[config.mk]
export PLATFORM = sky130hd
export DESIGN_NAME = gain_word_port
export DESIGN_NICKNAME = d
export VERILOG_FILES = /design/src/rtl/gwp_pkg.sv /design/src/rtl/gwp_sampler.sv /design/src/rtl/gwp_frame_fsm.sv /design/src/rtl/gwp_gain_hold.sv /design/src/rtl/gain_word_port.sv
export SDC_FILE = /design/constraint.sdc
export NUM_CORES = 1
export LEC_CHECK = 0
export CORE_ASPECT_RATIO = 0.5
export CORE_MARGIN = 3
export CORE_UTILIZATION = 54
export CTS_BUF_LIST = sky130_fd_sc_hd__clkbuf_4 sky130_fd_sc_hd__clkbuf_8 sky130_fd_sc_hd__clkbuf_16
export DETAILED_ROUTE_END_ITERATION = 16
export PLACE_DENSITY = 0.87
export SLEW_MARGIN = 40
export SYNTH_ARGS = -nofsm -noshare
export SYNTH_HDL_FRONTEND = slang
export SYNTH_HIERARCHICAL = 1
export SYNTH_SLANG_ARGS = --single-unit
[constraint.sdc]
create_clock -name clk -period 1.9 [get_ports clk]
set_input_delay 0.475 -clock clk [delete_from_list [all_inputs] [get_ports clk]]
set_output_delay 0.475 -clock clk [all_outputs]
set_load 0.01 [all_outputs]
[src/rtl/gwp_pkg.sv]
package gwp_pkg;

    typedef enum logic [2:0] {
        ST_IDLE,
        ST_MODE,
        ST_SKIP,
        ST_WDATA,
        ST_WFULL,
        ST_RDATA,
        ST_HOLD
    } gwp_state_e;

endpackage

[src/rtl/gwp_sampler.sv]
module gwp_sampler #(
    parameter int          N       = 2,
    parameter logic [N-1:0] RST_VAL = '0
) (
    input  logic         clk,
    input  logic         rst_n,
    input  logic [N-1:0] din,
    output logic [N-1:0] rise,
    output logic [N-1:0] fall
);

    logic [N-1:0] cur_q;
    logic [N-1:0] prev_q;

    for (genvar i = 0; i < N; i++) begin : g_line
        always_ff @(posedge clk or negedge rst_n) begin
            if (!rst_n) begin
                cur_q[i]  <= RST_VAL[i];
                prev_q[i] <= RST_VAL[i];
            end else begin
                cur_q[i]  <= din[i];
                prev_q[i] <= cur_q[i];
            end
        end
        assign rise[i] = cur_q[i] & ~prev_q[i];
        assign fall[i] = ~cur_q[i] & prev_q[i];
    end

endmodule

[src/rtl/gwp_frame_fsm.sv]
module gwp_frame_fsm
    import gwp_pkg::*;
#(
    parameter int CODE_W = 6
) (
    input  logic              clk,
    input  logic              rst_n,
    input  logic              sclk_rise,
    input  logic              sclk_fall,
    input  logic              sel_fall,
    input  logic              sel_rise,
    input  logic              sdi_q,
    input  logic [CODE_W-1:0] held_code,
    output logic              commit,
    output logic [CODE_W-1:0] wr_word,
    output logic              sdo
);

    localparam int CNT_W = $clog2(CODE_W + 1);
    localparam logic [CNT_W-1:0] LAST_BIT = CNT_W'(CODE_W - 1);

    gwp_state_e        st, st_nxt;
    logic [CNT_W-1:0]  bit_cnt;
    logic [CNT_W-1:0]  rd_idx;
    logic [CODE_W-1:0] shreg;
    logic              mode_rd;
    logic              sdo_q;

    always_comb begin
        st_nxt = st;
        commit = 1'b0;
        unique case (st)
            ST_IDLE:  if (sel_fall) st_nxt = ST_MODE;
            ST_MODE:  if (sclk_rise) st_nxt = ST_SKIP;
            ST_SKIP:  if (sclk_rise) st_nxt = mode_rd ? ST_RDATA : ST_WDATA;
            ST_WDATA: if (sclk_rise && bit_cnt == LAST_BIT) st_nxt = ST_WFULL;
            ST_WFULL: if (sclk_rise) st_nxt = ST_HOLD;
            ST_RDATA: if (sclk_rise && bit_cnt == LAST_BIT) st_nxt = ST_HOLD;
            ST_HOLD:  st_nxt = ST_HOLD;
            default:  st_nxt = ST_IDLE;
        endcase
        if (sel_rise) begin
            commit = (st == ST_WFULL);
            st_nxt = ST_IDLE;
        end
    end

    always_ff @(posedge clk or negedge rst_n) begin
        if (!rst_n) st <= ST_IDLE;
        else        st <= st_nxt;
    end

    always_ff @(posedge clk or negedge rst_n) begin
        if (!rst_n) begin
            bit_cnt <= '0;
            rd_idx  <= '0;
            shreg   <= '0;
            mode_rd <= 1'b0;
            sdo_q   <= 1'b0;
        end else begin
            if (st == ST_MODE && sclk_rise)
                mode_rd <= sdi_q;
            if (st != ST_WDATA && st != ST_RDATA)
                bit_cnt <= '0;
            else if (sclk_rise)
                bit_cnt <= bit_cnt + 1'b1;
            if (st == ST_WDATA && sclk_rise)
                shreg <= {shreg[CODE_W-2:0], sdi_q};
            if (st == ST_RDATA) begin
                if (sclk_fall && rd_idx < CNT_W'(CODE_W)) begin
                    sdo_q  <= held_code[rd_idx];
                    rd_idx <= rd_idx + 1'b1;
                end
            end else begin
                sdo_q  <= 1'b0;
                rd_idx <= '0;
            end
        end
    end

    assign wr_word = shreg;
    assign sdo     = (st == ST_RDATA) ? sdo_q : 1'b0;

endmodule

[src/rtl/gwp_gain_hold.sv]
module gwp_gain_hold #(
    parameter int CODE_W    = 6,
    parameter int MAX_CODE  = 41,
    parameter int DB_OFFSET = 9
) (
    input  logic                clk,
    input  logic                rst_n,
    input  logic                commit,
    input  logic [CODE_W-1:0]   wr_word,
    output logic [CODE_W-1:0]   code,
    output logic signed [CODE_W:0] db
);

    localparam logic [CODE_W-1:0] CODE_TOP = CODE_W'(MAX_CODE);
    localparam logic [CODE_W:0]   DB_SHIFT = (CODE_W + 1)'(DB_OFFSET);

    logic [CODE_W-1:0] clipped;

    always_comb begin
        clipped = (wr_word > CODE_TOP) ? CODE_TOP : wr_word;
    end

    always_ff @(posedge clk or negedge rst_n) begin
        if (!rst_n)      code <= '0;
        else if (commit) code <= clipped;
    end

    assign db = $signed({1'b0, code} - DB_SHIFT);

endmodule

[src/rtl/gain_word_port.sv]
module gain_word_port #(
    parameter int CODE_W    = 6,
    parameter int MAX_CODE  = 41,
    parameter int DB_OFFSET = 9
) (
    input  logic                   clk,
    input  logic                   rst_n,
    input  logic                   sclk,
    input  logic                   sdi,
    input  logic                   latch_n,
    output logic                   sdo,
    output logic [CODE_W-1:0]      gain_code,
    output logic signed [CODE_W:0] gain_db
);

    logic [1:0]        rise, fall;
    logic              sdi_q;
    logic              commit;
    logic [CODE_W-1:0] wr_word;

    gwp_sampler #(.N(2), .RST_VAL(2'b10)) u_sampler (
        .clk   (clk),
        .rst_n (rst_n),
        .din   ({latch_n, sclk}),
        .rise  (rise),
        .fall  (fall)
    );

    always_ff @(posedge clk or negedge rst_n) begin
        if (!rst_n) sdi_q <= 1'b0;
        else        sdi_q <= sdi;
    end

    gwp_frame_fsm #(.CODE_W(CODE_W)) u_fsm (
        .clk       (clk),
        .rst_n     (rst_n),
        .sclk_rise (rise[0]),
        .sclk_fall (fall[0]),
        .sel_fall  (fall[1]),
        .sel_rise  (rise[1]),
        .sdi_q     (sdi_q),
        .held_code (gain_code),
        .commit    (commit),
        .wr_word   (wr_word),
        .sdo       (sdo)
    );

    gwp_gain_hold #(
        .CODE_W    (CODE_W),
        .MAX_CODE  (MAX_CODE),
        .DB_OFFSET (DB_OFFSET)
    ) u_hold (
        .clk     (clk),
        .rst_n   (rst_n),
        .commit  (commit),
        .wr_word (wr_word),
        .code    (gain_code),
        .db      (gain_db)
    );

endmodule

==> results.txt <==
Port Buf Inserts -> 18
Seq pwr share -> 37.0%
final core utilization -> 75.3%
top cells by area, synth -> dfrtp_1 (44%), mux2_2 (5.4%), dfstp_2 (3.6%)
insertion delay to the later sink of the worst-skew pair -> 270 ps
crit-path max cell delay -> 400 ps
final setup vio count -> 1
XOR/XNOR Fraction of Synth Area -> 4.77%
post-DR vias/cell -> 5.62
post-synth top area share -> 44.3%
most common cell after layout, fill and taps aside -> dfrtp_1
Pint -> 1380 uW
Initial Utilization -> 61.6%
switching share of power -> 36.0%
GPL Wtd Cong -> 0.822
WL/cell -> 15.9 microns
power consumption -> 2160 uW
sequential element share of the synthesized area -> 47.8%
Post-Syn Area -> 1470 sq um
CTS H-tree lvls -> 1
combinational family with the most area after synthesis -> simple AND/OR/NAND/NOR gates
final worst path period share -> 103%
Synth Register Bits -> 28
site row count -> 12
logic gate share of total power -> 45.9%
number of max-cap violations -> 0
asr flop ratio synth -> 100%
Leak Pwr -> 0.000809 uW
Sw Pwr -> 778 uW
Cell variety after synth -> 41
CTS buffer count -> 3
Die Y-Extent -> 42.9 microns
Fin. Hold Viols -> 0
Routed WL -> 3.15 mm
CTS clk-pin slew, worst paths -> 90 ps
arrival time worst endpoint -> 1480 ps
synth warn -> 6
Clock Sink Count -> 28
violated checks -> negative setup slack
GR Overflow Total -> 0
DRT antenna net count -> 0
critical-path cell list -> or3_4, a21oi_2, xnor2_1, buf_2
initial antenna violation count -> 0
area growth from synthesis to layout -> 22.3%
Synth Flop Type -> dfrtp_1
syn_nets -> 144
RSZ-0062 raised after global routing -> yes
share of cells above drive strength 1 -> 28.8%
worst path required time -> 1420 ps
Final Skew -> 3.40 ps
fraction of the mapped netlist area in adder cells -> 3.40%
commonest non-fill, non-tap cells in the layout -> dfrtp_1 (25), buf_4 (11), nor2_1 (10), clkdlybuf4s50_1 (9)
crit start category -> flip-flop
nets@finish -> 173
DRC errors left -> 0
Final Max Slew Viols -> 0
clock power share -> 17.0%
Initial DRC Count -> 117
antenna fix cells -> 0
complex-gate fraction of the synthesized area -> 12.5%
mux cell area share after synthesis -> 9.62%
Top Ports -> 19
Die Area -> 3420 sq um
CORE AREA -> 2390 sq um
Post-Syn Instances -> 135
CTS Root Cell -> clkbuf_8
maximum vdd drop -> 0.656 mV
number of synthesized flops with an enable pin -> 0
Total Routing Usage GR -> 20.2%
CTS tree -> yes
via count -> 1112
Synth Area per Inst -> 10.9 sq um
f_max -> 0.513 GHz
hold_buf cts -> 0
CP max FO -> 3
worst hold path type -> reg -> reg
Die W -> 79.8 microns
HPWL after DPL -> 2.13 mm
PnR worst setup slack -> -50.8 ps
Period minus WS final -> 1950 ps
result of the run -> finished with violations
final hold slack -> 373 ps
vias in the first global route -> 1023
setup TNS -> -50.8 ps
Worst path slowest cell -> dfrtp_1
Power Dens Cells -> 1200 nW/um^2
Rel. slew slack -> 76.4%
Max clock buf depth -> 2
worst slew pin tran -> 354 ps
first-pass GRT wire length -> 5.24 mm
post-synthesis simple-gate area fraction -> 17.0%
Worst Path Class, Setup -> reg -> out
largest net degree at the start of global routing -> 29
Synth area leader -> dfrtp_1
CP endpoint kind -> primary output
DR pass1 iterations -> 4
fillers -> 151
## layer usage
layer	wire length [microns]	GRT usage, %
met5	0	0
met3	133	4.87
met4	14	4.38
met2	1590	33.7
met1	1420	27.0
## worst paths after layout
| path | from | to | slack [ps] | cells past startpoint |
|---|---|---|---|---|
| worst max-delay path | u_hold/code[1]$_DFFE_PN0P_ | gain_db[5] | -50 | 4 |
| worst min register to register | u_sampler/cur_q[1]$_DFF_PN1_ | u_sampler/prev_q[1]$_DFF_PN1_ | 370 | 0 |
| min in group asynchronous | rst_n | u_hold/code[0]$_DFFE_PN0P_ | 560 | 2 |
| max in group asynchronous | rst_n | u_sampler/prev_q[1]$_DFF_PN1_ | 1040 | 2 |
| worst max register to register | u_sampler/cur_q[1]$_DFF_PN1_ | u_hold/code[0]$_DFFE_PN0P_ | 190 | 6 |
| worst min-delay path | u_sampler/cur_q[1]$_DFF_PN1_ | u_sampler/prev_q[1]$_DFF_PN1_ | 370 | 0 |
## Yosys cell counts, drive strengths merged (2+ instances only)
cell type and count:
nor3b 2, dfstp 2, o21ai 5, buf 5, inv 10, nand3 2, xnor2 3, ha 4
dfrtp 26, a211o 2, xor2 5, nor2 11, a211oi 2, nand2b 2, nand2 6, nor3 4
a21oi 9, and3 2, mux2i 4, and2b 4, mux2 7, nand3b 3
## worst max-delay path, delay by kind of cell (launching register included)
kind	cells	cell delay, ps
AO/OA/AOI/OAI	1	150
buffers and inverters	1	140
XOR/XNOR	1	120
AND/OR/NAND/NOR	1	390
flip-flops	1	400
## flip-flops by register name, summed over array words and instances (netlist names)
name              flops
u_fsm/mode_rd         1
u_hold/code           6
u_sampler/cur_q       2
u_sampler/prev_q      2
u_fsm/wr_word         6
u_fsm/rd_idx          3
u_fsm/bit_cnt         3
u_fsm/sdo_q           1
sdi_q                 1
u_fsm/st              3
## stage by stage
| stage | area (sq um) | setup slack, ps | cells |
|---|---|---|---|
| 2_1_floorplan | 1470 | 209 | 135 |
| 3_3_place_gp | 1740 | -149 | 193 |
| 3_5_place_dp | 1740 | -223 | 193 |
| 4_1_cts | 1780 | -93.7 | 198 |
| 5_1_grt | 1800 | -114 | 198 |
| 6_report | 1800 | -50.8 | 198 |
## kinds of logic (layout without fill, tap and decap cells)
| group | after synthesis | after routing |
|---|---|---|
| adder cells (fa/ha/maj) | 4 | 4 |
| flip-flops | 28 | 28 |
| multiplexers | 12 | 12 |
| XOR/XNOR | 8 | 8 |
| AND/OR/NAND/NOR | 42 | 42 |
| buffers and inverters | 15 | 43 |
| AO/OA/AOI/OAI | 26 | 26 |
## area by class of cell
cell class                 instances  area [sq um]  area share [%]
tap                               35          43.8            2.44
timing repair buffer              29           236            13.2
inverter                          10          37.5            2.09
clock buffer                       4          55.1            3.06
sequential                        28           704            39.2
multi-input combinational         92           721            40.1
## power groups by stage
stage	Combinational (uW)	Clock, uW	Sequential, uW
after global routing	1070	410	811
after global placement	985	0	786
after floorplan	578	0	798
after detailed placement	1000	0	794
final	992	368	800
after CTS	963	378	789
## repair_timing
action,CTS,global route
pin swaps,1,4
buffers inserted,1,0
setup endpoints to repair,8,6
resized for setup,27,6
Note: power is estimated with default switching activity, not from simulation.
